==> src/rtl/smpt_pkg.sv <==
// Package: shared widths and field positions of the sample period timer.
// Assumes the control word carries the divide field and the DMA enable at
// the positions given here. The divider and the bench both decode them.
package smpt_pkg;
    localparam int CYC_W    = 12;  // width of the cycle setting
    localparam int CTL_W    = 16;  // width of the control word
    localparam int DIV_W    = 4;   // width of the divide-ratio field
    localparam int DIV_LSB  = 8;   // lowest bit of the divide-ratio field
    localparam int DMA_BIT  = 7;   // DMA request enable bit
endpackage

==> src/rtl/smpt_period.sv <==
// Module: smpt_period
// Counts clocks and emits a one-cycle tick every P = cyc_cfg - 1 clocks
// (modulo 2**CYC_W). When P is zero the counter is held and no tick is made.
// Assumes cyc_cfg already carries the new value in the cycle of cyc_wr.
module smpt_period #(
    parameter int CYC_W = smpt_pkg::CYC_W
) (
    input  logic             clk,
    input  logic             rst_n,
    input  logic [CYC_W-1:0] cyc_cfg,
    input  logic             cyc_wr,
    output logic             tick
);
    localparam logic [CYC_W-1:0] ONE = CYC_W'(1);

    logic [CYC_W-1:0] period;
    logic [CYC_W-1:0] last;
    logic [CYC_W-1:0] cnt_q;
    logic             run;
    logic             at_end;

    // Decode period and terminal count from the setting
    always_comb begin
        period = cyc_cfg - ONE;
        last   = period - ONE;
        run    = (period != '0);
        at_end = (cnt_q >= last);
    end

    // Tick when the count reaches the end, except in a restart cycle
    assign tick = run && !cyc_wr && at_end;

    // Advance the count, restarting on a write, a wrap or a disable
    always_ff @(posedge clk) begin
        if (!rst_n) begin
            cnt_q <= '0;
        end else if (cyc_wr || !run || at_end) begin
            cnt_q <= '0;
        end else begin
            cnt_q <= cnt_q + ONE;
        end
    end
endmodule

==> src/rtl/smpt_divider.sv <==
// Module: smpt_divider
// Counts ticks down from N = ((field - 1) mod 2**DIV_W) + 1. On reaching
// the last tick it reloads and signals an expiry. The expiry sets a
// sticky pending flag and, if enabled, a one-cycle DMA request.
// Assumes ctl_cfg already carries the new value in the cycle of ctl_wr.
// A control write takes priority over a tick in the same cycle, and an
// expiry takes priority over an acknowledge.
module smpt_divider #(
    parameter int CTL_W   = smpt_pkg::CTL_W,
    parameter int DIV_W   = smpt_pkg::DIV_W,
    parameter int DIV_LSB = smpt_pkg::DIV_LSB,
    parameter int DMA_BIT = smpt_pkg::DMA_BIT
) (
    input  logic             clk,
    input  logic             rst_n,
    input  logic [CTL_W-1:0] ctl_cfg,
    input  logic             ctl_wr,
    input  logic             tick,
    input  logic             irq_ack,
    output logic             irq_pend,
    output logic             dreq
);
    localparam int CNT_W = DIV_W + 1;
    localparam logic [CNT_W-1:0] CNT_ONE = CNT_W'(1);

    logic [DIV_W-1:0] field;
    logic [DIV_W-1:0] field_m1;
    logic [CNT_W-1:0] ratio;
    logic [CNT_W-1:0] left_q;
    logic             expire;
    logic             dma_en;
    logic             pend_q;
    logic             dreq_q;
    logic             unused_ctl;

    // Decode divide ratio; a zero field wraps to the full range
    always_comb begin
        field    = ctl_cfg[DIV_LSB +: DIV_W];
        field_m1 = field - DIV_W'(1);
        ratio    = {1'b0, field_m1} + CNT_ONE;
        dma_en   = ctl_cfg[DMA_BIT];
    end

    assign unused_ctl = ^{ctl_cfg};

    // An expiry is a counted tick on the last remaining count
    assign expire = tick && !ctl_wr && (left_q == CNT_ONE);

    // Remaining-tick counter: reload on write or expiry, else count ticks
    always_ff @(posedge clk) begin
        if (!rst_n) begin
            left_q <= ratio;
        end else if (ctl_wr || expire) begin
            left_q <= ratio;
        end else if (tick) begin
            left_q <= left_q - CNT_ONE;
        end
    end

    // Sticky pending flag: set by expiry, cleared by acknowledge
    always_ff @(posedge clk) begin
        if (!rst_n) begin
            pend_q <= 1'b0;
        end else begin
            pend_q <= expire || (pend_q && !irq_ack);
        end
    end

    // One-cycle DMA request after each enabled expiry
    always_ff @(posedge clk) begin
        if (!rst_n) begin
            dreq_q <= 1'b0;
        end else begin
            dreq_q <= expire && dma_en;
        end
    end

    assign irq_pend = pend_q;
    assign dreq     = dreq_q;
endmodule

==> src/rtl/smp_tick_irq_div.sv <==
// Module: smp_tick_irq_div
// Top of the sample period timer: a period counter that makes the queue
// drain tick, followed by a divider that turns every N-th tick into an
// interrupt and an optional DMA request.
// Assumes one clock domain and a synchronous active-low reset.
module smp_tick_irq_div #(
    parameter int CYC_W   = smpt_pkg::CYC_W,
    parameter int CTL_W   = smpt_pkg::CTL_W,
    parameter int DIV_W   = smpt_pkg::DIV_W,
    parameter int DIV_LSB = smpt_pkg::DIV_LSB,
    parameter int DMA_BIT = smpt_pkg::DMA_BIT
) (
    input  logic             clk,
    input  logic             rst_n,
    input  logic [CYC_W-1:0] cyc_cfg,
    input  logic [CTL_W-1:0] ctl_cfg,
    input  logic             cyc_wr,
    input  logic             ctl_wr,
    input  logic             irq_ack,
    output logic             tick,
    output logic             irq_pend,
    output logic             dreq
);
    logic tick_w;

    // Period counter
    smpt_period #(.CYC_W(CYC_W)) i_period (
        .clk     (clk),
        .rst_n   (rst_n),
        .cyc_cfg (cyc_cfg),
        .cyc_wr  (cyc_wr),
        .tick    (tick_w)
    );

    // Interrupt divider
    smpt_divider #(
        .CTL_W   (CTL_W),
        .DIV_W   (DIV_W),
        .DIV_LSB (DIV_LSB),
        .DMA_BIT (DMA_BIT)
    ) i_divider (
        .clk      (clk),
        .rst_n    (rst_n),
        .ctl_cfg  (ctl_cfg),
        .ctl_wr   (ctl_wr),
        .tick     (tick_w),
        .irq_ack  (irq_ack),
        .irq_pend (irq_pend),
        .dreq     (dreq)
    );

    assign tick = tick_w;
endmodule

==> config.mk <==
export PLATFORM = sky130hd
export DESIGN_NAME = smp_tick_irq_div
export DESIGN_NICKNAME = d
export VERILOG_FILES = /design/src/rtl/smpt_pkg.sv /design/src/rtl/smpt_period.sv /design/src/rtl/smpt_divider.sv /design/src/rtl/smp_tick_irq_div.sv
export SDC_FILE = /design/constraint.sdc
export NUM_CORES = 1
export LEC_CHECK = 0
export BUFFER_PORTS_ARGS = -buffer_cell sky130_fd_sc_hd__buf_2
export CAP_MARGIN = 15
export CORE_MARGIN = 5
export CORE_UTILIZATION = 60
export CTS_CLUSTER_DIAMETER = 100
export DETAILED_ROUTE_END_ITERATION = 8
export GPL_ROUTABILITY_DRIVEN = 1
export PLACE_DENSITY = 0.91
export SETUP_SLACK_MARGIN = 0.05
export SYNTH_ARGS = -nofsm -noshare
export SYNTH_HDL_FRONTEND = slang
export SYNTH_SLANG_ARGS = --single-unit
==> constraint.sdc <==
create_clock -name clk -period 8.78 [get_ports clk]
set_input_delay 1.756 -clock clk [delete_from_list [all_inputs] [get_ports clk]]
set_output_delay 1.756 -clock clk [all_outputs]
set_load 0.1 [all_outputs]
## After elaboration in Yosys (flattened, before gate mapping)

Cells that the tools add are included.

| word-level totals | value |
|---|---|
| register bits | 19 |
| input bits | 33 |
| output and inout bits | 3 |
| logic and storage cells | 33 |

| operators by class | value |
|---|---|
| add/sub/neg operators | 6 |
| $lt $le $gt $ge | 1 |
| eq/ne operators | 2 |
| mux-type cells | 3 |
| bitwise logic cells | 1 |
| reductions and logical operators | 16 |

Operator list:

| operator | count |
|---|---|
| $sub A12 B1 Y12 const B | 2 |
| $mux W5 | 3 |
| $add A12 B1 Y12 const B | 1 |
| $ge A12 B12 Y1 | 1 |
| $reduce_bool A12 Y1 | 1 |
| $logic_and A1 B1 Y1 | 6 |
| $add A4 B1 Y5 const B | 1 |
| $eq A5 B1 Y1 const B | 1 |
| $sub A5 B1 Y5 const B | 1 |
| $logic_not A1 Y1 | 4 |
| $logic_or A1 B1 Y1 | 4 |
| $sub A4 B1 Y4 const B | 1 |
| $ne A3 B1 Y1 const B | 1 |
| $reduce_or A2 Y1 | 1 |
| $not A1 Y1 | 1 |

## Depth between registers and ports, before layout

| logic depth | value |
|---|---|
| word-level depth | 9 |
| gate-level depth with buffers | 18 |
| mapped depth without buffers | 15 |

## Hierarchy

A second synthesis with hierarchy kept.

| unflattened totals | value |
|---|---|
| cell total of the unflattened synthesis | 229 |
| area, all modules | 1898.1 µm² |

Modules (own cells, without submodules):

| module | times used | cells an instance | area an instance (µm²) | seq. area each (µm²) |
|---|---|---|---|---|
| smpt_period | 1 | 173 | 1387.6 | 240.2 |
| smpt_divider | 1 | 56 | 510.5 | 190.2 |

## Least setup slack after synthesis

Ideal clock, no wire load.

| timing | value |
|---|---|
| path type | input to output |
| start | input port cyc_cfg[1] |
| end | output port tick |
| arrival | 5.471 ns |
| data required time | 7.024 ns |
| setup slack | 1.553 ns |
| stages | 14 |
| buffers on the path | 1 |
| cell sequence | inv_1 ha_1 or4b_1 buf_2 o21ai_0 o2111ai_1 nand2b_1 xnor2_1 ha_1 and3_1 o2111ai_1 o211ai_1 nand2_1 nor2_1 |

| between the ends | value |
|---|---|
| cells in the longest elaborated chain, start to end | 4 |
| elaborated cells between the ends (all ways) | 6 |
| classes of those cells | add/sub: 2; order compare: 1; reduce/logical: 3 |

RTL lines:

| item | RTL line | text |
|---|---|---|
| start: declaration | smp_tick_irq_div.sv:15 | `input logic [CYC_W-1:0] cyc_cfg,` |
| $sub A12 B1 Y12 * | smpt_period.sv:24 | `period = cyc_cfg - ONE;` |
| $sub A12 B1 Y12 or $reduce_bool A12 Y1 (tied branches) | smpt_period.sv:25, smpt_period.sv:26 |  |
| $ge A12 B12 Y1 or $logic_and A1 B1 Y1 (tied branches) | smpt_period.sv:27, smpt_period.sv:31 |  |
| $logic_and A1 B1 Y1 * | smpt_period.sv:31 | `assign tick = run && !cyc_wr && at_end;` |
| end: declaration | smp_tick_irq_div.sv:20 | `output logic tick,` |

Mark *: on every way between the ends. The rest lies on a longest branch, timed or not.

## Worst setup path in the final report

| timing | value |
|---|---|
| start | input port cyc_cfg[0] |
| end | output port tick |

The elaborated chain is that of the path after synthesis.

==> summary.txt <==
Status
  • Status: finished clean

Finish
  • ANT cells: 0
  • Share of cells above drive strength 1: 0.187
  • Layout area overhead: 6.98%
  • Fin cells: 263
  • Most common cell after layout, fill and taps aside: buf_2
  • Commonest non-fill, non-tap cells in the layout: 24 x buf_2, 19 x nor2_1, 19 x xnor2_1, 19 x ha_1, 14 x dfxtp_1
  • Final core occ: 0.650
  • Fin nets: 283

Yosys
  • Syn. warnings: 0
  • Synth Net Count: 262
  • Seq/Total Area, Yosys: 0.238
  • Distinct cells, synth: 49
  • Share of flip-flops with an asynchronous set or reset: 0
  • EDFF count, synth: 5
  • Avg Cell Area, Syn: 8.62 µm²
  • Cells after synthesis: 210
  • Post-synthesis register bit count: 19
  • Netlist Area Pre-Place: 1810 µm²
  • Ys flop type: dfxtp_1

Critical path
  • Top Family by Delay on Critical Path: simple AND/OR/NAND/NOR gates
  • Crit path buf inv count: 3
  • Crit-path cells: buf_2, inv_1, ha_1, or4b_1, o21ai_0, o2111ai_1, nand2b_1, xnor2_1, ha_1, and3_1, o2111ai_1, o211ai_1, nand2_1, nor2_1, buf_2
  • Slowest-stage cell, CP: or4b_1
  • CP arrival: 5230 ps
  • Crit-path max FO: 7
  • R2R Path Start: i_period.cnt_q[0]
  • Crit-path max cell delay: 590 ps
  • Worst r2r path cells: 8
  • Critical path startpoint category: primary input
  • WP depth: 15
  • Crit end category: output pin
  • WS Path Type: primary input to output pin
  • Critical path data required time: 7020 ps
  • Crit. Startpoint: cyc_cfg[0]

Power and ir drop
  • Worst VDD drop: 0.000108 V
  • Switch share: 0.294
  • Comb power frac: 0.255
  • Leakage: about 0.8 nW
  • P per Cell Area: approximately 98 nW/µm²
  • Clock Power Share: 0.230
  • Sequential power share: 0.515
  • Sw Pwr: around 0.056 mW
  • Internal Power: between 0.1 and 0.15 mW

Die
  • Core Region: 2980 µm²
  • Die height: roughly 65 µm
  • Die X: 64.9 µm
  • Die area: 4220 µm²
  • Effective utilization at floorplan: 0.608
  • Num ports: 36
  • Floorplan row count: 20

Clock network
  • Clock transition at path regs: 110 ps
  • Postcts setup bufs: 0
  • PostCTS Resize Cnt: 0
  • CTS root buffer: clkbuf_4
  • Clock Sinks: 19
  • Clock Latency Late Sink: about 290 ps
  • CTS max path bufs: 2
  • CTS tree: done
  • Num CTS Buffers: 3
  • Hold-fix buffers at CTS: 0
  • H-tree depth: 1

GRT
  • Vias in the first global route: 1541
  • Total track usage: 0.182
  • Total grt overflow: 0
  • Initial antenna violation count: 0
  • Pin count of the biggest net entering global routing: 13
  • First-pass GRT wire length: 6.29 mm

STA
  • Final slew viol count: 0
  • Hold Fails Final Rpt: 0
  • Slew margin rel.: 0.378
  • RSZ-0062 raised after global routing: no
  • TNS Setup: 0 ps
  • Final Skew: just over 9 ps
  • Tmin final: 6990 ps
  • Fmax: 143 MHz
  • Actual slew at the worst max-slew pin: 919 ps
  • Tcrit/Tclk final: 0.796
  • Final setup violation count: 0

Detailed routing
  • Total Wirelength: around 3.5 mm
  • Wire per inst: 13.3 µm
  • Drt first pass iters: 4
  • Total number of vias: 1524
  • Number of routed nets with antenna violations: 0
  • DR iter-0 viols: about 100
  • Residual DRC: 0
  • Via-per-instance ratio: just under 6

Hold path
  • Min-Delay Path Class: flip-flop to flip-flop
  • WHS Path Cells: 2
  • HP Start: i_divider.irq_pend

Job
  • Max-capacitance violation count: 0

Place
  • Hpwl dp: 2.93 mm
  • Gpl congestion: 0.818
  • Port bufs: 24
  • Placed Instances: roughly 260
[cells by family (layout without fill, tap and decap cells)]
| kind of cell | after synthesis | in the layout | share of synthesized area |
|---|---|---|---|
| multiplexers | 7 | 7 | 0.0422 |
| XOR/XNOR | 32 | 32 | 0.155 |
| buffers and inverters | 19 | 39 | 0.0574 |
| AND/OR/NAND/NOR | 87 | 87 | 0.265 |
| flip-flops | 19 | 19 | 0.238 |
| AO/OA/AOI/OAI | 27 | 27 | 0.112 |
| adder cells (fa/ha/maj) | 19 | 19 | 0.131 |
[tightest hold or removal path, cell delays in order (launching register included)]
cell	delay, ps
dfxtp_1	330
nand2_1	60
o32ai_1	70
[per-stage QoR]
step	total power, mW	worst slack (ps)	cell area, µm²	hold WS, ps
final	0.189	1790	1940	492
after global routing	0.200	1520	1940	529
after CTS	0.190	1790	1940	493
after detailed placement	0.147	1800	1910	477
after global placement	0.144	1860	1910	472
after floorplan	0.134	1550	1810	450
[registers in the layout, indices dropped and copies added, names as in the netlist]
signal and count:
i_divider.dreq 1, i_divider.irq_pend 1, i_divider.left_q 5, i_period.cnt_q 12
[power by group through the flow]
stage / Sequential [mW] / Combinational [mW] / Clock [mW]
finish: 0.0974 / 0.0481 / 0.0435
detailed placement: 0.0994 / 0.0480 / 0
CTS: 0.0974 / 0.0485 / 0.0441
floorplan: 0.0987 / 0.0356 / 0
global placement: 0.0991 / 0.0451 / 0
global route: 0.0980 / 0.0542 / 0.0478
[layer usage]
| layer | share of wire | vias up | global-route usage |
|---|---|---|---|
| met3 | 0.024 | 4 | 0.0139 |
| li1 | - | 785 | - |
| met4 | 0.017 | 0 | 0.0765 |
| met2 | 0.53 | 21 | 0.351 |
| met1 | 0.43 | 714 | 0.202 |
| met5 | 0 | - | 0 |
[synth_stat cells (3+ instances only)]
| cell type | instances | share of area |
|---|---|---|
| dfxtp_1 | 14 | 0.15 |
| a21o_1 | 3 | 0.012 |
| nand2_1 | 12 | 0.025 |
| nor4b_1 | 3 | 0.015 |
| xnor2_1 | 19 | 0.092 |
| nand3_1 | 8 | 0.022 |
| xor2_1 | 13 | 0.063 |
| mux2i_1 | 5 | 0.028 |
| inv_1 | 11 | 0.023 |
| and3_1 | 3 | 0.010 |
| nor3_1 | 6 | 0.017 |
| nand2b_1 | 6 | 0.021 |
| nor2_2 | 10 | 0.035 |
| ha_1 | 19 | 0.13 |
| o21ai_0 | 5 | 0.014 |
| nor2b_1 | 4 | 0.014 |
| buf_6 | 4 | 0.025 |
| nor2_1 | 19 | 0.039 |
| edfxtp_1 | 5 | 0.083 |
[final cells by class]
type                       instances  area (µm²)
sequential                        19         430
timing repair buffer              24         120
clock buffer                       3        22.5
clock inverter                     1        5.00
inverter                          11        41.3
tap                               33        41.3
multi-input combinational        172        1280
fill                             270        1040
[worst paths after layout]
kind | to | slack [ps]
setup / recovery | tick | 1790
hold / removal | i_divider.irq_pend | 490
setup reg to reg | i_divider.left_q[2] | 6030
hold reg to reg | i_divider.irq_pend | 490
No activity file was read; power rests on OpenSTA's default activity.
